File: config.mk
export PLATFORM = sky130hd
export DESIGN_NAME = aou_monitor
export DESIGN_NICKNAME = d
export VERILOG_FILES = /design/src/rtl/aou_pkg.sv /design/src/rtl/aou_mark_table.sv /design/src/rtl/aou_alert_ctrl.sv /design/src/rtl/aou_monitor.sv
export SDC_FILE = /design/constraint.sdc
export NUM_CORES = 1
export LEC_CHECK = 0
export BUFFER_PORTS_ARGS = -buffer_cell sky130_fd_sc_hd__buf_2
export CORE_MARGIN = 5
export CORE_UTILIZATION = 35
export DETAILED_ROUTE_END_ITERATION = 12
export GPL_ROUTABILITY_DRIVEN = 0
export GPL_TIMING_DRIVEN = 0
export PLACE_DENSITY = 0.57
export SETUP_SLACK_MARGIN = 0.5
export SYNTH_ARGS = -nofsm -noshare
export SYNTH_HDL_FRONTEND = slang
export SYNTH_HIERARCHICAL = 1
export SYNTH_SLANG_ARGS = --single-unit
File: constraint.sdc
create_clock -name clk -period 13.3 [get_ports clk]
set_clock_uncertainty 0.1 [all_clocks]
set_input_delay 0.665 -clock clk [delete_from_list [all_inputs] [get_ports clk]]
set_output_delay 0.665 -clock clk [all_outputs]
set_load 0.01 [all_outputs]
File: src/rtl/aou_pkg.sv
package aou_pkg;
  localparam logic [2:0] OP_MARK        = 3'd1;
  localparam logic [2:0] OP_UNMARK      = 3'd2;
  localparam logic [2:0] OP_UNMARK_ALL  = 3'd3;
  localparam logic [2:0] OP_SET_HANDLER = 3'd4;
  localparam logic [2:0] OP_ENABLE      = 3'd5;
  localparam logic [2:0] OP_DISABLE     = 3'd6;

  localparam logic [1:0] CAUSE_NONE  = 2'd0;
  localparam logic [1:0] CAUSE_EVICT = 2'd1;
  localparam logic [1:0] CAUSE_INVAL = 2'd2;
  localparam logic [1:0] CAUSE_CTX   = 2'd3;

  localparam int ST_W    = 5;
  localparam int ST_EN   = 4;
  localparam int ST_MASK = 3;
  localparam int ST_PEND = 2;
endpackage

File: src/rtl/aou_mark_table.sv
module aou_mark_table #(
  parameter int ENTRIES = 4,
  parameter int LINE_W  = 26
) (
  input  logic               clk,
  input  logic               rst,
  input  logic               mark_req,
  input  logic               unmark_req,
  input  logic               clear_all,
  input  logic [LINE_W-1:0]  cmd_addr,
  input  logic               evt_valid,
  input  logic [LINE_W-1:0]  evt_addr,
  output logic               evt_hit,
  output logic [ENTRIES-1:0] evt_hit_vec,
  output logic [ENTRIES-1:0] cmd_hit_vec,
  output logic               untracked
);
  localparam int IDX_W = (ENTRIES > 1) ? $clog2(ENTRIES) : 1;

  logic [ENTRIES-1:0] vld;
  logic [LINE_W-1:0]  tag [ENTRIES];
  logic [IDX_W-1:0]   free_idx;
  logic               free_found;
  logic               cmd_present;

  for (genvar i = 0; i < ENTRIES; i++) begin : g_cmp
    assign cmd_hit_vec[i] = vld[i] && (tag[i] == cmd_addr);
    assign evt_hit_vec[i] = evt_valid && vld[i] && (tag[i] == evt_addr);
  end

  assign evt_hit     = |evt_hit_vec;
  assign cmd_present = |cmd_hit_vec;

  if (ENTRIES == 1) begin : g_single
    assign free_idx   = '0;
    assign free_found = ~vld[0];
  end else begin : g_multi
    always_comb begin
      free_idx   = '0;
      free_found = 1'b0;
      for (int i = ENTRIES - 1; i >= 0; i--) begin
        if (!vld[i]) begin
          free_idx   = IDX_W'(i);
          free_found = 1'b1;
        end
      end
    end
  end

  always_ff @(posedge clk) begin
    if (rst) begin
      vld       <= '0;
      untracked <= 1'b0;
    end else begin
      untracked <= 1'b0;
      for (int i = 0; i < ENTRIES; i++) begin
        if (clear_all || evt_hit_vec[i] || (unmark_req && cmd_hit_vec[i]))
          vld[i] <= 1'b0;
      end
      if (mark_req && !cmd_present) begin
        if (free_found) vld[free_idx] <= 1'b1;
        else            untracked     <= 1'b1;
      end
    end
  end

  always_ff @(posedge clk) begin
    if (mark_req && !cmd_present && free_found)
      tag[free_idx] <= cmd_addr;
  end
endmodule

File: src/rtl/aou_alert_ctrl.sv
module aou_alert_ctrl
  import aou_pkg::*;
#(
  parameter int PC_W = 32
) (
  input  logic            clk,
  input  logic            rst,
  input  logic            evt_hit,
  input  logic            evt_kind,
  input  logic            ctx_switch,
  input  logic            kern_active,
  input  logic [PC_W-1:0] cur_pc,
  input  logic            set_handler,
  input  logic [PC_W-1:0] handler_in,
  input  logic            do_enable,
  input  logic            do_disable,
  output logic            redir_valid,
  output logic [PC_W-1:0] redir_target,
  output logic [PC_W-1:0] saved_pc,
  output logic            enable,
  output logic            masked,
  output logic            pending,
  output logic [1:0]      cause
);
  logic [PC_W-1:0] handler;
  logic            deliver;

  assign deliver = pending && enable && !masked && !kern_active && (handler != '0);

  always_ff @(posedge clk) begin
    if (rst) begin
      handler      <= '0;
      redir_valid  <= 1'b0;
      redir_target <= '0;
      saved_pc     <= '0;
      enable       <= 1'b0;
      masked       <= 1'b0;
      pending      <= 1'b0;
      cause        <= CAUSE_NONE;
    end else begin
      redir_valid <= deliver;
      if (set_handler) handler <= handler_in;
      if (do_enable) begin
        enable <= 1'b1;
        masked <= 1'b0;
      end
      if (do_disable) enable <= 1'b0;
      if (deliver) begin
        saved_pc     <= cur_pc;
        redir_target <= handler;
        masked       <= 1'b1;
      end
      if (ctx_switch) begin
        pending <= 1'b1;
        cause   <= CAUSE_CTX;
      end else if (evt_hit) begin
        pending <= 1'b1;
        if (!pending || deliver) cause <= evt_kind ? CAUSE_INVAL : CAUSE_EVICT;
      end else if (deliver) begin
        pending <= 1'b0;
      end
    end
  end
endmodule

File: src/rtl/aou_monitor.sv
module aou_monitor
  import aou_pkg::*;
#(
  parameter int ENTRIES = 4,
  parameter int LINE_W  = 26,
  parameter int PC_W    = 32
) (
  input  logic              clk,
  input  logic              rst,
  input  logic              cmd_valid,
  input  logic [2:0]        cmd_op,
  input  logic [LINE_W-1:0] cmd_addr,
  input  logic [PC_W-1:0]   cmd_data,
  output logic              cmd_untracked,
  input  logic              evt_valid,
  input  logic              evt_kind,
  input  logic [LINE_W-1:0] evt_addr,
  input  logic              ctx_switch,
  input  logic              kern_active,
  input  logic [PC_W-1:0]   cur_pc,
  output logic              redir_valid,
  output logic [PC_W-1:0]   redir_target,
  output logic [PC_W-1:0]   saved_pc,
  output logic [ST_W-1:0]   status
);
  logic               op_mark, op_unmark, op_clear, op_handler, op_en, op_dis;
  logic               tbl_evt_hit;
  logic [ENTRIES-1:0] tbl_evt_vec;
  logic [ENTRIES-1:0] tbl_cmd_vec;
  logic               st_en, st_mask, st_pend;
  logic [1:0]         st_cause;

  assign op_mark    = cmd_valid && (cmd_op == OP_MARK);
  assign op_unmark  = cmd_valid && (cmd_op == OP_UNMARK);
  assign op_clear   = (cmd_valid && (cmd_op == OP_UNMARK_ALL)) || ctx_switch;
  assign op_handler = cmd_valid && (cmd_op == OP_SET_HANDLER);
  assign op_en      = cmd_valid && (cmd_op == OP_ENABLE);
  assign op_dis     = cmd_valid && (cmd_op == OP_DISABLE);

  aou_mark_table #(.ENTRIES(ENTRIES), .LINE_W(LINE_W)) u_table (
    .clk         (clk),
    .rst         (rst),
    .mark_req    (op_mark),
    .unmark_req  (op_unmark),
    .clear_all   (op_clear),
    .cmd_addr    (cmd_addr),
    .evt_valid   (evt_valid),
    .evt_addr    (evt_addr),
    .evt_hit     (tbl_evt_hit),
    .evt_hit_vec (tbl_evt_vec),
    .cmd_hit_vec (tbl_cmd_vec),
    .untracked   (cmd_untracked)
  );

  aou_alert_ctrl #(.PC_W(PC_W)) u_ctrl (
    .clk          (clk),
    .rst          (rst),
    .evt_hit      (tbl_evt_hit),
    .evt_kind     (evt_kind),
    .ctx_switch   (ctx_switch),
    .kern_active  (kern_active),
    .cur_pc       (cur_pc),
    .set_handler  (op_handler),
    .handler_in   (cmd_data),
    .do_enable    (op_en),
    .do_disable   (op_dis),
    .redir_valid  (redir_valid),
    .redir_target (redir_target),
    .saved_pc     (saved_pc),
    .enable       (st_en),
    .masked       (st_mask),
    .pending      (st_pend),
    .cause        (st_cause)
  );

  assign status = {st_en, st_mask, st_pend, st_cause};
endmodule

=== After elaboration in Yosys (flattened, before gate mapping) ===
Memory sizes are Yosys's and may differ from the RTL's.
Cells that the tools add are included.

* $lt $le $gt $ge: 2
* Equality and inequality tests: 14
* Muxes and demuxes: 32
* Bitwise gates (word level): 2
* Reduce and logical (&&, ||, !) cells: 53

{| class="wikitable"
|+ Operators with widths
! cell !! number
|-
| 26-bit == test || 8
|-
| 32-bit nonzero test || 1
|-
| 1-bit logical AND || 29
|-
| 1-bit 2-to-1 mux || 21
|-
| 2-bit 2-to-1 mux || 8
|-
| 1-bit logical OR || 10
|-
| 3-bit == test, second input constant || 3
|-
| 4-bit 2-to-1 mux || 2
|-
| 4-bit OR reduction || 2
|-
| 3-bit by 2-bit == test with 1-bit output, second input constant || 2
|-
| 2-bit nonzero test || 3
|-
| 1-bit zero test || 4
|-
| 4-bit bitwise OR || 1
|-
| 2-bit OR reduction || 2
|-
| 3-bit by 1-bit == test with 1-bit output, second input constant || 1
|-
| 2-bit by 3-bit < comparator with 1-bit output, second input constant || 1
|-
| 3-bit nonzero test || 1
|-
| 1-bit demux with 2-bit select || 1
|-
| 2-bit by 1-bit greater-or-equal comparator with 1-bit output, second input constant || 1
|-
| 2-bit AND reduction || 1
|-
| 1-bit inverter || 1
|}

* Bits in registers: 107
* Bits in writable memories: 104
* Output and inout port bits: 71
* Logic and storage cells: 114
* Memories: 1

{| class="wikitable"
|+ Memories
! name !! words !! width !! read ports !! clocked after Yosys merged registers in !! write ports !! line !! source
|-
| u_table.tag || 4 || 26 || 4 || 0 || 1 || aou_mark_table.sv:21 || <nowiki>logic [LINE_W-1:0] tag [ENTRIES];</nowiki>
|}

=== Logic depth before layout (Yosys ltp) ===
Gate-level depths: netlist of the first run.

* Word-level depth: 11
* Mapped depth: 10
* Depth with buffers taken out: 9

=== Modules after synthesis ===
Netlist of the first run, hierarchy kept.

{| class="wikitable"
|+ Modules (own cells, without submodules)
! module !! times used !! cells an instance !! area an instance (µm²) !! sequential area each (µm²)
|-
| aou_mark_table || 1 || 436 || 5,779.3 || 3,223.1
|-
| aou_alert_ctrl || 1 || 345 || 3,669.8 || 2,042.0
|-
| aou_monitor || 1 || 14 || 95.1 || 0.0
|}

=== Least setup slack after synthesis of the first run ===
No wires, ideal clock.

* Kind: input -> register
* From: input port cmd_addr[3]
* To: memory u_table.tag[1][0] (enable)
* Data arrival time: 4.254 ns
* Data required time: 12.716 ns
* Path slack: 8.461 ns
* Stages: 7
* Path buffers: 1
* Cells stage by stage: clkbuf_1 xnor2_1 nand4_1 nor4_1 nand4_1 o2111ai_4 nor4b_1

* Longest elaborated chain between the ends: 8
* Elaborated cells on any way between the ends: 14
* Classes of those cells: 4 x eq/ne; 2 x mux; 8 x reduce/logical

{| class="wikitable"
|+ RTL lines
! element !! line !! source
|-
| start, declared || aou_monitor.sv:12 || <nowiki>input logic [LINE_W-1:0] cmd_addr,</nowiki>
|-
| 26-bit == test || aou_mark_table.sv:27 || <nowiki>assign cmd_hit_vec[i] = vld[i] && (tag[i] == cmd_addr);</nowiki>
|-
| 1-bit logical AND || aou_mark_table.sv:27 ||
|-
| 4-bit OR reduction (*) || aou_mark_table.sv:32 || <nowiki>assign cmd_present = |cmd_hit_vec;</nowiki>
|-
| 1-bit zero test (*) || aou_mark_table.sv:68 || <nowiki>if (mark_req && !cmd_present && free_found)</nowiki>
|-
| 1-bit logical AND (*) (2 in a row) || aou_mark_table.sv:68 ||
|-
| 1-bit 2-to-1 mux (*) || aou_mark_table.sv:68 ||
|-
| 1-bit 2-to-1 mux (not written as such) (*) || aou_mark_table.sv:69 || <nowiki>tag[free_idx] <= cmd_addr;</nowiki>
|-
| end, declared || aou_mark_table.sv:21 ||
|}

Every way passes the cells marked *; elsewhere a longest branch is shown, timed or not.

==> results.md, run 1 <==
* Endpoints failing setup at 0
* # IOs at 197
* Placed cells at around 1300
* Die W at between 150 and 200 um
* Leading cell type in the layout, fill and taps excluded: buf_2
* Max H-tree Level at 1
* CP Launch Type: register
* CTS max path bufs at 3
* Core Box Area at 26900 um^2
* Seq. cell area at 5270 um^2
* Worst VDD drop at around 89 uV
* CTS tree: yes
* Vias in the first global route at just under 7000
* Pwr/cell area at 127 nW/um^2
* Pre-antenna DRT Iters at 5
* DRC at 0
* Pre-CTS setup slack at 9.74 ns
* Relative slew slack at about a third
* Status: finished clean
* Actual slew at the worst max-slew pin at around 0.97 ns
* Min Tclk post-route at approximately 3.2 ns
* RSZ-0062 raised after global routing: false
* CP Class: reg -> reg
* Nets at around 1200
* Area Overhead vs Synth at 25.7%
* Final WS setup at about 10 ns
* # Max-Cap Violations at 0
* Mapped Cells at roughly 790
* Starting density of the core at about 35%
* Area of the multi-input gates at a little over 4000 um^2
* Setup TNS at 0 ns
* Wirelength, routed at 27700 um
* Post-CTS setup buffers at 0
* Syn Area/Cell at approximately 12 um^2
* CP required at approximately 13 ns
* Rows at 60
* Syn_nets at 920
* Most frequent cells in the layout: buf_2 (195), xor2_1 (116), nor2_1 (112)
* Largest net degree at the start of global routing at 13
* Highest clock rate at between 0.3 and 0.4 GHz
* Filler cell count at 2572
* Worst-path clk slew at roughly 0.060 ns
* Pleak at roughly 5.1 nW
* DIE HEIGHT at about 180 um
* Final hold vios at 0
* Max Fanout on Critical Path at 8
* Mapped Area at about 9500 um^2
* Pins Over Slew Limit at 0
* Crit. End Element: register
* Sink Count at around 210
* First-pass GRT wire length at 41100 um
* Port buffer count at between 150 and 200
* Global route overflow at 0
* CTS Buf Count at 26
* Share of cells above drive strength 1 at 26.6%
* GRT Overall Usage at between 10% and 20%
* Hpwl dp at roughly 22000 um
* Clk_lat worst skew at ~0.52 ns
* Clock Tree Root: clkbuf_16
* Number of DRC markers in iteration 0 at roughly 380
* Post_cts resized at 0
* Via count at 6803
* Initial antenna violation count at 8
* Total power at ~0.0015 W
* Vias per inst at around 5
* Post-CTS Hold Buffers at 0
* CP arrival at 3.40 ns
* Warnings, synthesis at 6
* Period utilization at approximately 24%
* HP Class: in -> reg
* Antenna Violating Nets Remaining at 0
* Wire per inst at about 20 um
* Final cell count without fillers at around 1400
* Die Area at roughly 30000 um^2
==> state kept, by name (all words and copies together) (netlist names), 2 cells and up <==
signal               count
u_ctrl/cause             2
u_ctrl/handler          32
u_ctrl/redir_target     32
u_ctrl/saved_pc         32
u_table/tag            104
u_table/vld              4
==> routing by layer <==
metal	up-vias	routed length, um	global-route usage [%]
met3	63	2270	5.15
li1	3275	-	-
met1	3209	11900	22.7
met2	248	12600	27.8
met5	-	36	0
met4	8	851	5.40
==> final cells by class <==
class,count,share of cell area (%)
repair buffers,208,9.09
plain buffers,31,1.51
flip-flops and latches,211,43.9
clock inverters,11,0.949
diodes,4,0.0834
multi-input cells,545,34.1
clock buffers,37,6.59
well taps,341,3.56
inverters,7,0.219
==> path summary, 6_finish.rpt <==
path | startpoint | to | slack, ns | cells after the start
hold / removal | cmd_addr[0] | u_table/tag[2][0]$_DFFE_PP_ | 0.27 | 1
setup / recovery | u_table/tag[0][10]$_DFFE_PP_ | u_table/tag[1][10]$_DFFE_PP_ | 10.08 | 9
setup reg to reg | u_table/tag[0][10]$_DFFE_PP_ | u_table/tag[1][10]$_DFFE_PP_ | 10.08 | 9
hold reg to reg | u_ctrl/redir_target[25]$_SDFFE_PP0P_ | u_ctrl/redir_target[25]$_SDFFE_PP0P_ | 0.39 | 2
==> stage by stage <==
step | hold slack (ns) | utilization, % | instance area (um^2)
6_report | 0.274 | 44.6 | 12000
3_5_place_dp | 0.381 | 41.2 | 11100
3_3_place_gp | 0.371 | 40.7 | 10900
5_1_grt | 0.259 | 44.6 | 12000
2_1_floorplan | 0.363 | - | 9540
4_1_cts | 0.251 | 44.6 | 12000
==> report_power, final <==
| group | total [W] | leakage, nW | switching [W] | internal, W |
|---|---|---|---|---|
| Sequential | 0.000690 | 1.80 | 0.00000371 | 0.000687 |
| Combinational | 0.000103 | 2.83 | 0.0000612 | 0.0000416 |
| Clock | 0.000732 | 0.451 | 0.000278 | 0.000453 |
| Total | 0.00152 | 5.08 | 0.000343 | 0.00118 |
==> critical path: stages, from the launching register on <==
cell	delay [ns]
edfxtp_1	0.42
xnor2_1	0.32
nand4_1	0.21
nor4_1	0.49
nand4_1	0.43
o2111ai_4	0.29
nor4b_2	0.16
buf_4	0.20
buf_4	0.18
buf_4	0.17
Power figures use the tool's default switching activity.
==> inputs of run 2 (changes only) <==
==> constraint.sdc (replaced) <==
create_clock -name clk -period 3.2 [get_ports clk]
set_clock_uncertainty 0.1 [all_clocks]
set_input_delay 0.16 -clock clk [delete_from_list [all_inputs] [get_ports clk]]
set_output_delay 0.16 -clock clk [all_outputs]
set_load 0.01 [all_outputs]
==> run 2 against run 1 <==
- wire length grew 4.3%
- maximum frequency increased by 22%
- combinational power increased to 5.2 times the previous value
- sequential power rose to 4.2 times the previous value
- global-route usage rose by 0.84 points
- utilization rose by 4.3 points
- non-clock buffer count is 109 higher
- via count increased by 6.6%
- cell area is 9.6% higher
- largest power group is now registers
==> results.md, run 2 (synthesis gave the netlist of run 1 again) <==
* Status: finished clean
* Clk network pwr share at between 40 and 50%
* Initial antenna violation count at 4
* Via count at approximately 7300
* Highest clock rate at 0.380 GHz
* Max Fanout on Critical Path at 12
* CP arrival at approximately 2.8 ns
* Antenna Violating Nets Remaining at 0
* CTS max path bufs at 3
* Wirelength, routed at between 20000 and 30000 um
* Min Tclk post-route at ~2.6 ns
* First-pass GRT wire length at between 40000 and 50000 um
* Seq. cell area at 5270 um^2
* Period utilization at approximately 82%
* Max incr delay on CP at between 0.6 and 0.7 ns
* Sw Ratio at 22.4%
* CP Class: reg -> reg
* Flop pwr share at a little under half
* HP Class: in -> reg
* Nets at about 1300
* Crit. End Element: register
* Vias per inst at roughly 4.8
* Rows at 60
* CP required at between 3 and 4 ns
* Placed cells at roughly 1300
* Wire per inst at 19.3 um
* Largest register FFs at 104
* Pwr/cell area at around 470 nW/um^2
* NetSw at between 0.001 and 0.0015 W
* Die W at between 150 and 200 um
* Die Area at 30700 um^2
* Most frequent cells in the layout: buf_2 (195), xor2_1 (116), nor2_1 (112)
* Internal power at roughly 0.0048 W
* Min Hold Slack at between 0.1 and 0.15 ns
* Hpwl dp at around 22000 um
* Core Box Area at around 27000 um^2
* Starting density of the core at 35.5%
* Share of cells above drive strength 1 at between 20 and 30%
* # Max-Cap Violations at 0
* Pleak at approximately 5.6 nW
* Final hold vios at 0
* Clock Tree Root: clkbuf_16
* Number of DRC markers in iteration 0 at around 430
* Logic pwr share at under 10%
* Final instance area at approximately 13000 um^2
* Max H-tree Level at 1
* Pins Over Slew Limit at 0
* CTS tree: yes
* Sink Count at 211
* Endpoints failing setup at 0
* Post-DP Area at between 10000 and 15000 um^2
* # IOs at a little under 200
* Largest Register: u_table/tag
* RSZ-0062 raised after global routing: true
* Clk_lat worst skew at 0.52 ns
* Worst path buffer plus inverter count at 3
* Port buffer count at between 150 and 200
* Actual slew at the worst max-slew pin at roughly 0.80 ns
* Finished Core Util at 48.9%
* Filler cell count at between 2000 and 2500
* GRT Overall Usage at a little under a fifth
* CP cell instances: xnor2_2 -> nand4_1 -> or4_4 -> o2111ai_4 -> buf_12 -> nor4_4 -> buf_4 -> buf_6
* Worst-path clk slew at 0.06 ns
* Vias in the first global route at between 7000 and 8000
* Largest net degree at the start of global routing at 17
* Critical path's slowest cell: or4_4
* CTS Buf Count at 25
* Area Overhead vs Synth at 37.8%
* Leading cell type in the layout, fill and taps excluded: buf_2
* Largest delay share family, worst path: simple AND/OR/NAND/NOR gates
* Final cell count without fillers at about 1500
* DRC at 0
* Relative slew slack at 46.4%
* CP Launch Type: register
* Worst VDD drop at 405 uV
* Pre-antenna DRT Iters at 5
* Area of the multi-input gates at 4240 um^2
* DIE HEIGHT at roughly 180 um
* Global route overflow at 0
## run 2: cell count changes in the layout (fill, tap and decap cells not counted), sizes merged, moves of 2 or more
cell         previous run  this run
diode                   4         1
buf                   224       235
dlygate4sd3             0        98
clkbuf                 52        54
clkinv                  7         2
## run 2: routing by layer
metal	share of wire [%]	GRT usage, %
met1	43	24.4
met2	47	29.8
met3	7.4	4.63
met4	2.0	4.09
met5	0.12	0
## run 2: worst reg2reg max path, stage by stage (launching register included)
cell	delay [ns]
edfxtp_1	0.45
xnor2_2	0.26
nand4_1	0.16
or4_4	0.61
o2111ai_4	0.23
buf_12	0.17
nor4_4	0.05
buf_4	0.19
buf_6	0.17
## run 2: cell type report
type / count / share of cell area, %
clock buffers: 39 / 5.65
clock inverters: 4 / 0.371
diodes: 1 / 0.0190
multi-input cells: 545 / 32.2
inverters: 7 / 0.200
plain buffers: 31 / 1.39
flip-flops and latches: 211 / 40.0
repair buffers: 317 / 16.9
well taps: 341 / 3.24
## run 2: through the flow
stage	TNS, ns	setup slack, ns	power [W]
6_report	0	0.572	0.00615
5_1_grt	0	0.481	0.00637
4_1_cts	0	0.499	0.00620
3_5_place_dp	0	0.292	0.00336
3_3_place_gp	-137.76	-1.66	0.00336
2_1_floorplan	0	0.0735	0.00312
## run 2: final timing paths
kind / startpoint / to / slack, ns / cells after the start
setup / recovery: u_table/tag[1][14]$_DFFE_PP_ / u_table/tag[2][1]$_DFFE_PP_ / 0.57 / 8
hold / removal: cmd_op[0] / u_ctrl/masked$_SDFFE_PP0P_ / 0.11 / 5
setup reg to reg: u_table/tag[1][14]$_DFFE_PP_ / u_table/tag[2][1]$_DFFE_PP_ / 0.57 / 8
hold reg to reg: u_ctrl/redir_target[3]$_SDFFE_PP0P_ / u_ctrl/redir_target[3]$_SDFFE_PP0P_ / 0.39 / 2
## run 2: repair_timing
item | 4_1_cts | 5_1_grt
setup endpoints to repair | 80 | 78
hold endpoints to repair | 177 | 0
hold buffers | 98 | 0
gates resized for setup | 4 | 14
pin swaps | 3 | 8
setup buffers | 6 | 12
cloned | 0 | 0
## run 2: power groups by stage
stage / Clock (W) / Combinational, W / Sequential, W
3_3_place_gp: 0 / 0.000429 / 0.00293
3_5_place_dp: 0 / 0.000432 / 0.00293
4_1_cts: 0.00280 / 0.000531 / 0.00287
2_1_floorplan: 0 / 0.000196 / 0.00293
5_1_grt: 0.00292 / 0.000580 / 0.00287
6_report: 0.00275 / 0.000537 / 0.00287
==> inputs of run 3 (changes only) <==
--- a/config.mk
+++ b/config.mk
@@ -5,13 +5,14 @@
 export SDC_FILE = /design/constraint.sdc
 export NUM_CORES = 1
 export LEC_CHECK = 0
+export ABC_AREA = 1
 export BUFFER_PORTS_ARGS = -buffer_cell sky130_fd_sc_hd__buf_2
 export CORE_MARGIN = 5
 export CORE_UTILIZATION = 35
 export DETAILED_ROUTE_END_ITERATION = 12
 export GPL_ROUTABILITY_DRIVEN = 0
 export GPL_TIMING_DRIVEN = 0
-export PLACE_DENSITY = 0.57
+export PLACE_DENSITY = 0.56
 export SETUP_SLACK_MARGIN = 0.5
 export SYNTH_ARGS = -nofsm -noshare
 export SYNTH_HDL_FRONTEND = slang
==> constraint.sdc (replaced) <==
create_clock -name clk -period 2.5 [get_ports clk]
set_clock_uncertainty 0.1 [all_clocks]
set_input_delay 0.125 -clock clk [delete_from_list [all_inputs] [get_ports clk]]
set_output_delay 0.125 -clock clk [all_outputs]
set_load 0.01 [all_outputs]
==> run 3 against run 2 <==
- largest power group unchanged
- register-to-register slack got worse by 0.35 ns
- cell count increased by 61%
- hold slack got worse by 0.078 ns
- global-route usage increased by 7.5 points
- clock power increased by 28%
- cell area increased by 18%
- largest cell class is now multi-input combinational cells
- critical endpoint is now u_ctrl/cause[1]$_SDFFE_PP0P_
- power increased by 32%
- die area increased by 18%
- via count increased by 74%
- utilization increased by 0.17 points
==> results.md, run 3 <==
* Leading cell type in the layout, fill and taps excluded: nand2_1
* Die Area at 36100 um^2
* Antenna Violating Nets Remaining at 0
* Syn_nets at 1737
* Mapped Cells at ~1600
* Sink Count at between 200 and 250
* CP Class: reg -> reg
* Relative slew slack at between 60% and 70%
* Reg2reg setup slack at about 0.22 ns
* DIE HEIGHT at around 190 um
* Sequential-to-total area share from yosys stat at a little under half
* Pre-antenna DRT Iters at 7
* Synth async-reset ratio at 0%
* Number of DRC markers in iteration 0 at ~1700
* Clk network pwr share at 43.2%
* CP arrival at between 2 and 3 ns
* R2R depth at 13
* Wire per inst at 20.1 um
* Unique cell type count in the Yosys netlist at 34
* Min Tclk post-route at approximately 2.3 ns
* Sw Ratio at ~25%
* Pins Over Slew Limit at 0
* Critical path endpoint: u_ctrl/cause[1]$_SDFFE_PP0P_
* Placed cells at around 2200
* Largest register FFs at roughly 100
* Starting density of the core at a little over a third
* Initial antenna violation count at 0
* Vias in the first global route at about 12000
* Logic pwr share at between 10 and 15%
* CTS Buf Count at 24
* Final cell count without fillers at about 2400
* Global route overflow at 0
* Wirelength, routed at 48400 um
* Largest net degree at the start of global routing at 14
* Mapped Area at 11300 um^2
* Hpwl dp at between 30000 and 40000 um
* Port buffer count at just under 200
* Synth area leader: edfxtp_1
* Largest cells by area after synthesis: edfxtp_1 (28%), nand2_1 (22%), dfxtp_1 (19%)
* RSZ-0062 raised after global routing: true
* # Max-Cap Violations at 0
* Number of enable flip-flop cells after synthesis at 104
* Final hold vios at 0
* DRC at 0
* Finished Core Util at between 40% and 50%
* Yosys reg bits at between 200 and 250
* Highest clock rate at between 0.4 and 0.5 GHz
* Warnings, synthesis at 6
* Actual slew at the worst max-slew pin at 0.576 ns
* Min Hold Slack at about 0.028 ns
* CTS max path bufs at 3
* Clk_lat worst skew at approximately 0.53 ns
* Count leader, synth: nand2_1
* Die W at between 150 and 200 um
* RR Startpoint: u_table/tag[3][0]$_DFFE_PP_
* Vias per inst at around 5.3
* CTS tree: yes
* Largest Register: u_table/tag
* Core Box Area at approximately 32000 um^2
* Final WS setup at 0.220 ns
* Crit. End Element: register
* Worst-path clk slew at about 0.060 ns
* Reg2Reg Capture Point: u_ctrl/cause[1]$_SDFFE_PP0P_
* Area Overhead vs Synth at 37.5%
* Top-area cell type share of the netlist area at approximately 28%
* Pwr/cell area at ~520 nW/um^2
* NetSw at 0.00207 W
* CP Launch Type: register
* Dominant synthesized flop cell: dfxtp_1
* Share of cells above drive strength 1 at about a fifth
* Via count at 12636
* Max Fanout on Critical Path at 4
* Pre-CTS setup slack at -0.624 ns
* Period utilization at 91.2%
* # IOs at about 200
* Rows at 65
* GRT Overall Usage at 25.7%
* Pleak at 7.01 nW
* Most frequent cells in the layout: nand2_1 (653), buf_2 (204), nor2_1 (162)
* HP Class: in -> reg
* Worst Setup SP: u_table/tag[3][0]$_DFFE_PP_
* Syn Area/Cell at 7.03 um^2
* Clock Tree Root: clkbuf_16
* Flop pwr share at ~45%
* Worst VDD drop at roughly 400 uV
* CP required at around 2.9 ns
* Internal power at 0.00607 W
* List of most frequent post-synthesis cells: nand2_1 (672), nor2_1 (183), inv_1 (152), a21oi_1 (111), dfxtp_1 (107)
* Nets at ~2100
* Status: finished clean
* First-pass GRT wire length at just over 70000 um
* Max H-tree Level at 1
* Endpoints failing setup at 0
run 3: routing by layer:
layer / vias to the layer above / part of all wire, % / global-route usage, %
met5: - / 0 / 0
met4: 0 / 6.0 / 12.3
met3: 199 / 12 / 5.93
met2: 827 / 43 / 40.0
met1: 5764 / 39 / 33.9
li1: 5846 / - / -
run 3: layout make-up:
class                      count  area (um^2)
antenna                        1         2.50
buffer                        41          221
clock buffer                  33          696
clock inverter                11         96.3
fill                        3198        16100
inverter                     178          679
multi-input combinational   1182         5570
sequential                   211         5270
tap                          402          503
timing repair buffer         340         2520
timing repair inverter         3         22.5
run 3: how the worst min path moves through the flow:
stage	from	to	cells past startpoint
6_report	kern_active	u_ctrl/redir_target[15]$_SDFFE_PP0P_	6
5_1_grt	kern_active	u_ctrl/redir_target[15]$_SDFFE_PP0P_	6
4_1_cts	kern_active	u_ctrl/redir_target[15]$_SDFFE_PP0P_	6
3_5_place_dp	cmd_addr[10]	u_table/tag[0][10]$_DFFE_PP_	1
3_3_place_gp	cmd_addr[10]	u_table/tag[3][10]$_DFFE_PP_	1
2_1_floorplan	rst	u_table/vld[1]$_SDFF_PP0_	1
run 3: through the flow:
| stage | total power, W | instance area, um^2 | setup TNS (ns) |
|---|---|---|---|
| after detailed placement | 0.00448 | 12800 | -49.98 |
| after CTS | 0.00816 | 15300 | 0 |
| after floorplan | 0.00411 | 11300 | 0 |
| final | 0.00815 | 15600 | 0 |
| after global placement | 0.00448 | 12800 | -46.00 |
| after global routing | 0.00845 | 15600 | 0 |
run 3: what timing repair did:
action,CTS,global route
gates cloned,5,0
endpoints found under the setup margin,110,169
pin swaps,18,16
hold endpoints to repair,177,0
setup buffers,37,10
gates resized for setup,71,60
hold buffers,99,0
run 3: cells by family after synthesis:
logic type	synth area share (%)
xor+xnor	4.02
flops	46.5
buf+inv	7.75
simple gates	34.2
compound gates	7.51
run 3: power groups by stage:
| stage | logic [W] | clock network, W | registers (W) |
|---|---|---|---|
| after floorplan | 0.000367 | 0 | 0.00375 |
| after global placement | 0.000726 | 0 | 0.00375 |
| after detailed placement | 0.000727 | 0 | 0.00375 |
| after CTS | 0.000896 | 0.00358 | 0.00368 |
| after global routing | 0.00101 | 0.00376 | 0.00368 |
| final | 0.000947 | 0.00352 | 0.00368 |
run 3: critical path, cell delays in order (launching register included):
cell and delay, ns:
edfxtp_1 0.49, o21ai_0 0.43, nor2_1 0.10, nand2_1 0.11, nor2_1 0.04, nand2_1 0.13
nor2_1 0.09, nor2_1 0.11, nand2_1 0.11, nor2_2 0.16, inv_2 0.07, nand2_2 0.06
nand2_1 0.05, a21oi_1 0.13
